### src/rtl/dbs_pkg.sv
package dbs_pkg;

   typedef enum logic {
      ACC_BYTE = 1'b0,
      ACC_HALF = 1'b1
   } acc_size_e;

   typedef struct packed {
      logic pend;
      logic half;
      logic odd;
   } rd_ctl_t;

   localparam int NUM_BANKS = 2;

endpackage

### src/rtl/dbs_decode.sv
module dbs_decode #(
   parameter int ADDR_W = 16
) (
   input  logic                                  req,
   input  logic                                  wr,
   input  logic                                  half,
   input  logic [ADDR_W-1:0]                     addr,
   output logic [dbs_pkg::NUM_BANKS-1:0][ADDR_W-2:0] row,
   output logic [dbs_pkg::NUM_BANKS-1:0]         cs,
   output logic [dbs_pkg::NUM_BANKS-1:0]         we
);
   localparam int ROW_W = ADDR_W - 1;

   logic [ROW_W-1:0] base_row;
   logic             odd;

   assign base_row = addr[ADDR_W-1:1];
   assign odd      = addr[0];

   for (genvar b = 0; b < dbs_pkg::NUM_BANKS; b++) begin : g_bank
      if (b == 0) begin : g_even
         // Bank 0 carries the second byte of an odd 16-bit access: next row.
         assign row[b] = base_row + ROW_W'(half & odd);
      end else begin : g_odd
         assign row[b] = base_row;
      end
      assign cs[b] = req & (half | (odd == 1'(b)));
      assign we[b] = cs[b] & wr;
   end

endmodule

### src/rtl/dbs_wr_lane.sv
module dbs_wr_lane #(
   parameter int LANE_W = 8
) (
   input  logic                                  half,
   input  logic                                  odd,
   input  logic [2*LANE_W-1:0]                   wdata,
   output logic [dbs_pkg::NUM_BANKS-1:0][LANE_W-1:0] bwd
);
   logic [LANE_W-1:0] hi_lane;
   logic [LANE_W-1:0] lo_lane;

   assign hi_lane = wdata[2*LANE_W-1:LANE_W];
   assign lo_lane = wdata[LANE_W-1:0];

   for (genvar b = 0; b < dbs_pkg::NUM_BANKS; b++) begin : g_lane
      // The bank at the start address takes the upper lane of a 16-bit word.
      assign bwd[b] = (half && (odd == 1'(b))) ? hi_lane : lo_lane;
   end

endmodule

### src/rtl/dbs_rd_gather.sv
module dbs_rd_gather #(
   parameter int LANE_W = 8
) (
   input  logic                                  clk,
   input  logic                                  rst_n,
   input  logic                                  req,
   input  logic                                  wr,
   input  logic                                  half,
   input  logic                                  odd,
   input  logic [dbs_pkg::NUM_BANKS-1:0][LANE_W-1:0] brd,
   output logic [2*LANE_W-1:0]                   rdata
);
   import dbs_pkg::*;

   rd_ctl_t ctl_q;

   always_ff @(posedge clk or negedge rst_n) begin
      if (!rst_n) begin
         ctl_q <= '0;
      end else begin
         ctl_q.pend <= req & ~wr;
         ctl_q.half <= half;
         ctl_q.odd  <= odd;
      end
   end

   logic [LANE_W-1:0] first_b;
   logic [LANE_W-1:0] second_b;

   assign first_b  = ctl_q.odd ? brd[1] : brd[0];
   assign second_b = ctl_q.odd ? brd[0] : brd[1];

   always_comb begin
      if (!ctl_q.pend) begin
         rdata = '0;
      end else if (ctl_q.half) begin
         rdata = {first_b, second_b};
      end else begin
         rdata = {{LANE_W{1'b0}}, first_b};
      end
   end

endmodule

### src/rtl/dbs_top.sv
module dbs_top #(
   parameter int ADDR_W = 16,
   parameter int LANE_W = 8
) (
   input  logic                clk,
   input  logic                rst_n,
   input  logic                req,
   input  logic                wr,
   input  logic                size,
   input  logic [ADDR_W-1:0]   addr,
   input  logic [2*LANE_W-1:0] wdata,
   output logic [2*LANE_W-1:0] rdata,
   output logic [ADDR_W-2:0]   b0_row,
   output logic                b0_cs,
   output logic                b0_we,
   output logic [LANE_W-1:0]   b0_wdata,
   input  logic [LANE_W-1:0]   b0_rdata,
   output logic [ADDR_W-2:0]   b1_row,
   output logic                b1_cs,
   output logic                b1_we,
   output logic [LANE_W-1:0]   b1_wdata,
   input  logic [LANE_W-1:0]   b1_rdata
);
   import dbs_pkg::*;

   localparam int ROW_W  = ADDR_W - 1;
   localparam int WORD_W = 2 * LANE_W;

   if (ADDR_W < 2) begin : g_bad_addr
      $error("dbs_top: ADDR_W must be at least 2");
   end
   if (LANE_W < 1) begin : g_bad_lane
      $error("dbs_top: LANE_W must be at least 1");
   end

   acc_size_e acc;
   logic      half;

   assign acc  = acc_size_e'(size);
   assign half = (acc == ACC_HALF);

   logic [NUM_BANKS-1:0][ROW_W-1:0]  row_v;
   logic [NUM_BANKS-1:0]             cs_v;
   logic [NUM_BANKS-1:0]             we_v;
   logic [NUM_BANKS-1:0][LANE_W-1:0] bwd_v;
   logic [NUM_BANKS-1:0][LANE_W-1:0] brd_v;

   dbs_decode #(.ADDR_W(ADDR_W)) u_decode (
      .req  (req),
      .wr   (wr),
      .half (half),
      .addr (addr),
      .row  (row_v),
      .cs   (cs_v),
      .we   (we_v)
   );

   dbs_wr_lane #(.LANE_W(LANE_W)) u_wr_lane (
      .half  (half),
      .odd   (addr[0]),
      .wdata (wdata),
      .bwd   (bwd_v)
   );

   assign brd_v[0] = b0_rdata;
   assign brd_v[1] = b1_rdata;

   dbs_rd_gather #(.LANE_W(LANE_W)) u_rd_gather (
      .clk   (clk),
      .rst_n (rst_n),
      .req   (req),
      .wr    (wr),
      .half  (half),
      .odd   (addr[0]),
      .brd   (brd_v),
      .rdata (rdata)
   );

   assign b0_row   = row_v[0];
   assign b0_cs    = cs_v[0];
   assign b0_we    = we_v[0];
   assign b0_wdata = bwd_v[0];
   assign b1_row   = row_v[1];
   assign b1_cs    = cs_v[1];
   assign b1_we    = we_v[1];
   assign b1_wdata = bwd_v[1];

   // no request, no bank activity
   a_r2_idle_quiet: assert property (@(posedge clk) disable iff (!rst_n)
      !req |-> (!b0_cs && !b1_cs && !b0_we && !b1_we));

   // a byte access touches exactly one bank
   a_r1_byte_one_bank: assert property (@(posedge clk) disable iff (!rst_n)
      (req && !size) |-> ($countones({b1_cs, b0_cs}) == 1));

   // odd 16-bit access puts bank 0 one row beyond bank 1
   a_r3_odd_row_step: assert property (@(posedge clk) disable iff (!rst_n)
      (req && size && addr[0]) |-> (b0_row == ROW_W'(b1_row + 1'b1)));

   // odd 16-bit write sends the upper lane to bank 1
   a_r5_odd_split: assert property (@(posedge clk) disable iff (!rst_n)
      (req && wr && size && addr[0]) |->
         (b1_wdata == wdata[WORD_W-1:LANE_W] && b0_wdata == wdata[LANE_W-1:0]));

   // byte read leaves the upper half of rdata at zero
   a_r9_byte_read_upper: assert property (@(posedge clk) disable iff (!rst_n)
      (req && !wr && !size) |=> (rdata[WORD_W-1:LANE_W] == '0));

   // no read last cycle, no read data now
   a_r10_quiet_rdata: assert property (@(posedge clk) disable iff (!rst_n)
      (!req || wr) |=> (rdata == '0));

endmodule

### config.mk
export PLATFORM = sky130hd
export DESIGN_NAME = dbs_top
export DESIGN_NICKNAME = d
export VERILOG_FILES = /design/src/rtl/dbs_pkg.sv /design/src/rtl/dbs_decode.sv /design/src/rtl/dbs_wr_lane.sv /design/src/rtl/dbs_rd_gather.sv /design/src/rtl/dbs_top.sv
export SDC_FILE = /design/constraint.sdc
export NUM_CORES = 1
export LEC_CHECK = 0
export BUFFER_PORTS_ARGS = -buffer_cell sky130_fd_sc_hd__buf_2
export CORE_MARGIN = 2
export CORE_UTILIZATION = 31
export CTS_BUF_LIST = sky130_fd_sc_hd__clkbuf_2
export DETAILED_ROUTE_END_ITERATION = 10
export GPL_TIMING_DRIVEN = 0
export PLACE_DENSITY = 0.89
export SLEW_MARGIN = 20
export SYNTH_ARGS = -nofsm -noshare
export SYNTH_HDL_FRONTEND = slang
export SYNTH_SLANG_ARGS = --single-unit
### constraint.sdc
create_clock -name clk -period 2.1 [get_ports clk]
set_clock_uncertainty 0.2 [all_clocks]
set_input_delay 0.42 -clock clk [delete_from_list [all_inputs] [get_ports clk]]
set_output_delay 0.42 -clock clk [all_outputs]
set_load 0.005 [all_outputs]
==> flow_summary.ini, run 1 <==
[layout]
top_regs = u_rd_gather.ctl_q (3)
synthToLayoutAreaGrowth_pct = 88.9
final_common_cell = buf_2
final_nets = 313
top_register = u_rd_gather.ctl_q
n_antenna_cell = 0
largest_reg_flops = 3
layout_common_cells = buf_2 (116), buf_4 (22), nand2_1 (20), mux2_2 (16), nor2_1 (10)
drive_gt1_share_pct = 70.8
n_fill_cell = 279
final_cells = 301

[setup_path]
critPathLaunchType = input pin
endpoint_kind = output pin
arrival_ps = 1490
cp.required_ps = 1480
path_class = input pin to output pin
critPathMaxFanout = 4

[pwr]
peakVddDrop_v = 0.000270
p_leak_nw = 1.05
p_per_area_nw_per_um2 = 250

[timing]
final-max-slew-violation-count = 0
period_share_pct = 101
fmax_mhz = 473
layout_setup_ws_ps = -12.8
grt_setup_unrepaired = true
slew_headroom_pct = 81.7
setup_viol = 1
worstMarginPinSlew_ps = 274
period_needed_ps = 2110
finalHoldViolations = 0
fin_tns_setup_ps = -12.8

[floorplan]
die_y_um = 60.9
io_pins = 119
rows = 20
coreArea_um2 = 3080
die_area_um2 = 3710
fp.dieW_um = 60.9
start_util_pct = 32.6

[clock_network]
cts_tree = yes
numClockSinks = 3
numCtsBuffers = 3
clk_pin_slew_ps = 40
clock_path_buffers = 2
htree_levels = 1
clockRootBuffer = clkbuf_2

[job]
max-cap-violations = 0

[global_route]
grt_max_degree = 11
grt_pass1_vias = 1172
grt-ovfl-total = 0
antenna_found_initial = 0
grt.total_usage_pct = 15.4
grt_pass1_wl_um = 4440

[synthesis]
ys.flop_type = dfrtp_1
synth_edf_count = 0
synthDistinctLibCells = 24
async_reset_ff_share_pct = 100
syn_nets = 181
ys.warnings.count = 0
yosys_register_bits = 3
synth_area_um2 = 1000
syn_area_per_cell_um2 = 7.97
syn-instance-count = 126
ys_seq_area_share_pct = 7.47

[routing]
first_pass_iters = 3
wl_per_cell_um = 10.5
via_per_inst = 4.40
ant_nets = 0
routed_wirelength_um = 3160
drc = 0
vias = 1324
drtIter0Drc = 37

[worst_hold_path]
hp-class = input pin to flip-flop
min_from = wr
min_to = u_rd_gather.ctl_q[2]
whs_path_depth = 2

[status]
outcome = finished, violations left
violations = setup timing

[placement]
dpl.hpwl_um = 2580
gp_congestion = 0.737
dp.cells = 288
dp_slack_ps = -386
io_buffers = 118
where the power goes:
part / internal (mW) / switching, mW
logic: 0.180 / 0.141
clock network: 0.0502 / 0.0373
registers: 0.0612 / 0.00597
critical path, cell delays in order:
cell     delay (ps)
buf_8            80
nand2_4          40
inv_2            50
ha_4            130
ha_4            140
nand2_4          70
buf_6           140
nor3_4          110
xor2_1          170
buf_2           140
per-stage QoR:
stage | area, um^2 | total power [mW] | utilization [%] | hold slack, ps
2_1_floorplan | 1010 | 0.202 | - | -75.6
3_3_place_gp | 1660 | 0.350 | 53.9 | 13.9
3_5_place_dp | 1660 | 0.355 | 53.9 | 17.4
4_1_cts | 1840 | 0.470 | 59.8 | 184
5_1_grt | 1900 | 0.509 | 61.7 | 205
6_report | 1900 | 0.475 | 61.7 | 189
routing by layer:
metal  up-vias  track usage, %  wire length [um]
met3         2            2.13               269
met2        69            30.4              1730
met1       576            16.2              1130
met4         0            5.59                22
li1        677               -                 -
met5         -               0                 0
kinds of logic after synthesis:
group | count (synthesis) | synth area share, %
AO/OA/AOI/OAI | 10 | 7.47
XOR/XNOR | 15 | 14.6
adder cells (fa/ha/maj) | 2 | 2.49
buffers and inverters | 21 | 13.9
flip-flops | 3 | 7.47
multiplexers | 24 | 25.9
AND/OR/NAND/NOR | 51 | 28.1
synthesized netlist by cell type (2+ instances only):
| master | instances | area share [%] |
|---|---|---|
| inv_1 | 4 | 1.5 |
| xor2_1 | 9 | 7.8 |
| nand4_4 | 2 | 4.2 |
| mux2i_1 | 8 | 8.0 |
| and2_1 | 2 | 1.2 |
| nand3_1 | 5 | 2.5 |
| nand2_1 | 22 | 8.2 |
| nor2_1 | 11 | 4.1 |
| nor3_1 | 4 | 2.0 |
| a21boi_0 | 8 | 6.0 |
| buf_4 | 16 | 12 |
| ha_1 | 2 | 2.5 |
| xnor2_1 | 4 | 3.5 |
| dfrtp_1 | 3 | 7.5 |
| mux2_2 | 16 | 18 |
| nor4_2 | 2 | 2.5 |
how the worst max path moves through the flow:
stage	slack (ps)	cells after the start	start	end
3_3_place_gp	-360	9	size	b0_row[10]
5_1_grt	-90	10	addr[0]	b0_row[10]
6_report	-10	10	addr[0]	b0_row[10]
4_1_cts	-70	9	addr[0]	b0_row[12]
3_5_place_dp	-390	9	size	b0_row[10]
2_1_floorplan	40	7	size	b0_row[10]
repair_timing:
item	CTS	global route
hold endpoints to repair	3	0
resized for setup	20	11
endpoints found under the setup margin	20	18
buffers inserted	6	2
hold buffers	1	0
pin swaps	9	7
area by class of cell:
cell class	instances	area [um^2]	area share, %
Buffer	17	138	7.25
Clock buffer	4	20.0	1.05
Inverter	4	15.0	0.791
Multi-Input combinational cell	102	907	47.8
Sequential cell	3	76.3	4.02
Tap cell	44	55.1	2.90
Timing Repair Buffer	127	687	36.2
Note: power is estimated with default switching activity, not from simulation.
==> inputs of run 2 (changes only) <==
Settings changed: CELL_PAD_IN_SITES_DETAIL_PLACEMENT from default to 1, CELL_PAD_IN_SITES_GLOBAL_PLACEMENT from default to 2, CORE_UTILIZATION 31 to 14.
==> run 2 against run 1 <==
The flow now finishes without violations. Sequential share of layout area decreased by 0.22 points. Hold slack better by 9.5 ps. Count of clock-buffer cells in the layout is the same. First-iteration DRC count is 35% lower. Critical path depth is 1 lower. Clock power decreased by 6.6%. Final area is 5.8% higher. Sequential power hardly changed. Total power increased by 3.6%. Critical endpoint is now b0_row[4]. Largest power group unchanged.
==> flow_summary.ini, run 2 (same netlist as run 1, synthesis figures left out) <==
[status]
outcome = complete, no violations

[routing]
ant_nets = 0
first_pass_iters = 3
routed_wirelength_um = 4260
via_per_inst = 3.89
drc = 0
drtIter0Drc = 24
vias = 1386
wl_per_cell_um = 12.0

[placement]
placed_cell_area_um2 = 1720
gp_congestion = 0.696
io_buffers = 118
dpl.hpwl_um = 3490

[global_route]
grt.total_usage_pct = 9.61
antenna_found_initial = 0
grt_pass1_wl_um = 6010
grt_max_degree = 11
grt_pass1_vias = 1380
grt-ovfl-total = 0

[layout]
layout_common_cells = buf_2 (117), buf_4 (24), nand2_1 (20), mux2_2 (16), nor2_1 (10)
largest_reg_flops = 3
final_nets = 316
n_fill_cell = 867
n_antenna_cell = 0
final_common_cell = buf_2
drive_gt1_share_pct = 71.2
top_register = u_rd_gather.ctl_q
final_area_um2 = 2010
synthToLayoutAreaGrowth_pct = 99.9
top_regs = u_rd_gather.ctl_q (3)

[pwr]
p_per_area_nw_per_um2 = 245
p_leak_nw = 1.09
peakVddDrop_v = 0.000147

[setup_path]
arrival_ps = 1470
crit_cells = 9
crit_chain = buf_8 -> nand2_4 -> inv_4 -> ha_4 -> ha_4 -> buf_4 -> nand3_1 -> xnor2_1 -> buf_2
crit_slowest_cell = ha_4
critPathLaunchType = input pin
critPathMaxFanout = 2
crit_buf_inv = 4
cp.required_ps = 1480
critPathMaxStageDelay_ps = 180
endpoint_kind = output pin
cpMostUsedCell = ha_4
path_class = input pin to output pin
crit_family = buffers and inverters

[floorplan]
die_area_um2 = 7870
io_pins = 119
die_y_um = 88.7
rows = 30
start_util_pct = 14.6
coreArea_um2 = 6870
fp.dieW_um = 88.7

[worst_hold_path]
hp-class = input pin to flip-flop
min_from = wr
whs_path_depth = 2
min_to = u_rd_gather.ctl_q[2]

[clock_network]
cts_tree = yes
numCtsBuffers = 3
htree_levels = 1
clock_path_buffers = 2
clockRootBuffer = clkbuf_2
clk_pin_slew_ps = 40
numClockSinks = 3

[job]
max-cap-violations = 0

[timing]
grt_setup_unrepaired = true
fmax_mhz = 479
final-max-slew-violation-count = 0
period_needed_ps = 2090
slew_headroom_pct = 78.4
whs_ps = 198
worstMarginPinSlew_ps = 323
finalHoldViolations = 0
setup_viol = 0
period_share_pct = 99.5
## run 2: changes by cell type in the layout (fill, tap and decap cells not counted), sizes merged
| cell | delta |
|---|---|
| buf | +4 |
| clkbuf | -1 |
## run 2: worst max path at each step
stage                             to  startpoint  slack [ps]
after global placement    b0_row[10]        size        -370
final                      b0_row[4]     addr[0]          10
after CTS                  b0_row[8]     addr[0]          -4
after global routing       b0_row[8]     addr[0]         -90
after detailed placement  b0_row[10]        size        -410
after floorplan           b0_row[10]        size          40
## run 2: power breakdown
group / switching (mW) / internal (mW) / leakage [nW] / total [mW]
Combinational: 0.154 / 0.189 / 1.03 / 0.343
Clock: 0.0315 / 0.0502 / 0.0166 / 0.0817
Sequential: 0.00611 / 0.0612 / 0.0352 / 0.0674
## run 2: metrics by stage
stage	setup WS, ps	std cells	setup TNS [ps]	utilization (%)	total power, mW
2_1_floorplan	40.8	126	0	-	0.202
3_3_place_gp	-371	340	-3340	25.1	0.361
3_5_place_dp	-412	340	-3590	25.1	0.368
4_1_cts	-3.78	352	-3.78	28.0	0.490
5_1_grt	-87.6	356	-638	29.2	0.540
6_report	11.3	356	0	29.2	0.492
## run 2: per-layer routing
| layer | wire length (um) | share of wire (%) | track usage, % | vias to the layer above |
|---|---|---|---|---|
| met1 | 1520 | 36 | 9.80 | 628 |
| met4 | 68 | 1.6 | 2.48 | 0 |
| met2 | 2370 | 56 | 20.1 | 69 |
| met5 | 0 | 0 | 0 | - |
| met3 | 296 | 7.0 | 1.12 | 7 |
| li1 | - | - | - | 682 |
## run 2: timing repair
action	4_1_cts	5_1_grt
setup endpoints to repair	21	19
resized for setup	22	16
pin swaps	8	11
setup buffers	7	4
hold buffers	1	0
hold endpoints to repair	3	0
## run 2: cell type report
cell class / count / area, um^2 / area share (%)
buffer: 17 / 138 / 6.85
clock buffer: 4 / 20.0 / 0.997
inverter: 4 / 17.5 / 0.872
multi-input combinational: 102 / 917 / 45.7
sequential: 3 / 76.3 / 3.80
tap: 96 / 120 / 5.98
timing repair buffer: 130 / 719 / 35.8
==> inputs of run 3 (changes only) <==
Settings changed: CTS_BUF_LIST sky130_fd_sc_hd__clkbuf_2 to sky130_fd_sc_hd__clkbuf_4.
==> run 3 against run 2 <==
Global-route usage is essentially flat. First-iteration DRC count grew 8.3%. Flip-flop and latch count did not move. Hold slack worse by 27 ps. Clock power up 41%. Final area rose by 0.69%. Sequential share of layout area barely moved. Non-clock buffer count stayed put. Sequential power is essentially flat. Count of clock-buffer cells in the layout unchanged. Critical path type unchanged. Highest routed layer unchanged.
==> flow_summary.ini, run 3 (same netlist as run 1, synthesis figures left out) <==
[timing]
period_needed_ps = 2090
setup_viol = 0
slew_headroom_pct = 78.4
fmax_mhz = 479
worstMarginPinSlew_ps = 323
fin_tns_setup_ps = 0
final-max-slew-violation-count = 0
finalHoldViolations = 0
period_share_pct = 99.5
grt_setup_unrepaired = true
whs_ps = 171

[job]
max-cap-violations = 0

[layout]
fin_util_pct = 29.4
top_regs = u_rd_gather.ctl_q (3)
final_nets = 316
final_cells = 356
layout_common_cells = buf_2 (117), buf_4 (23), nand2_1 (20), mux2_2 (16), nor2_1 (10)
drive_gt1_share_pct = 71.2
synthToLayoutAreaGrowth_pct = 101
n_antenna_cell = 0
final_common_cell = buf_2
largest_reg_flops = 3
top_register = u_rd_gather.ctl_q

[floorplan]
coreArea_um2 = 6870
fp.dieW_um = 88.7
die_y_um = 88.7
io_pins = 119
rows = 30
die_area_um2 = 7870
start_util_pct = 14.6

[setup_path]
cp.required_ps = 1480
path_class = input pin to output pin
critPathLaunchType = input pin
endpoint_kind = output pin
arrival_ps = 1470
critPathMaxFanout = 2

[clock_network]
clock_path_buffers = 2
cts_tree = yes
numClockSinks = 3
clockRootBuffer = clkbuf_4
clk_pin_slew_ps = 30
numCtsBuffers = 3
htree_levels = 1

[routing]
drtIter0Drc = 26
via_per_inst = 3.89
ant_nets = 0
wl_per_cell_um = 12.0
vias = 1385
routed_wirelength_um = 4260
drc = 0
first_pass_iters = 3

[global_route]
grt_max_degree = 11
grt.total_usage_pct = 9.63
grt-ovfl-total = 0
grt_util_met3_pct = 1.12
met2_usage_pct = 19.9
antenna_found_initial = 0
grt_pass1_vias = 1377
grtUsageMet1_pct = 10.0
grt.busiest_layer = met2
grt_pass1_wl_um = 6010

[pwr]
power.total_uw = 527
p_per_area_nw_per_um2 = 261
p_leak_nw = 1.09
peakVddDrop_v = 0.000163

[worst_hold_path]
hp-class = input pin to flip-flop
whs_path_depth = 2

[placement]
dp.cells = 340
gp_congestion = 0.696
dpl.hpwl_um = 3490
io_buffers = 118

[status]
outcome = complete, no violations
[run 3: changes by cell type in the layout (fill, tap and decap cells not counted)]
| cell | previous run | this run |
|---|---|---|
| clkbuf_4 | 0 | 4 |
| buf_4 | 24 | 23 |
| buf_6 | 1 | 2 |
| clkbuf_2 | 4 | 0 |
[run 3: critical path: stages]
cell and delay, ps:
buf_8 100, nand2_4 70, inv_4 30, ha_4 160
ha_4 180, buf_4 140, nand3_1 110, xnor2_1 130
buf_2 130
[run 3: report_power, final]
part | leakage (nW) | internal, mW | switching (mW)
logic | 1.04 | 0.190 | 0.154
clock network | 0.0184 | 0.0841 | 0.0311
registers | 0.0352 | 0.0613 | 0.00630
total | 1.09 | 0.336 | 0.192
[run 3: final timing paths]
kind / startpoint / endpoint
max: addr[0] / b0_row[4]
min: wr / u_rd_gather.ctl_q[2]
min in group asynchronous: rst_n / u_rd_gather.ctl_q[1]
max in group asynchronous: rst_n / u_rd_gather.ctl_q[1]
[run 3: repair_timing]
action / 4_1_cts / 5_1_grt
buffers inserted: 7 / 4
hold endpoints to repair: 3 / 0
gates resized for setup: 26 / 13
pin swaps: 8 / 10
hold buffers: 1 / 0
endpoints found under the setup margin: 21 / 19
[run 3: layer usage]
layer	up-vias	share of wire (%)
met5	-	0
met4	0	1.6
met3	7	7.0
met2	69	56
met1	628	36
li1	681	-
[run 3: area by class of cell]
type                            count  area, um^2
Fill cell                         866        4850
Multi-Input combinational cell    102         917
Timing Repair Buffer              130         723
Buffer                             17         138
Tap cell                           96         120
Sequential cell                     3        76.3
Clock buffer                        4        30.0
Inverter                            4        17.5
[run 3: stage by stage]
stage	area (um^2)	setup slack, ps
4_1_cts	1940	-3.78
6_report	2020	11.3
3_3_place_gp	1720	-371
3_5_place_dp	1720	-412
2_1_floorplan	1010	40.8
5_1_grt	2020	-87.6
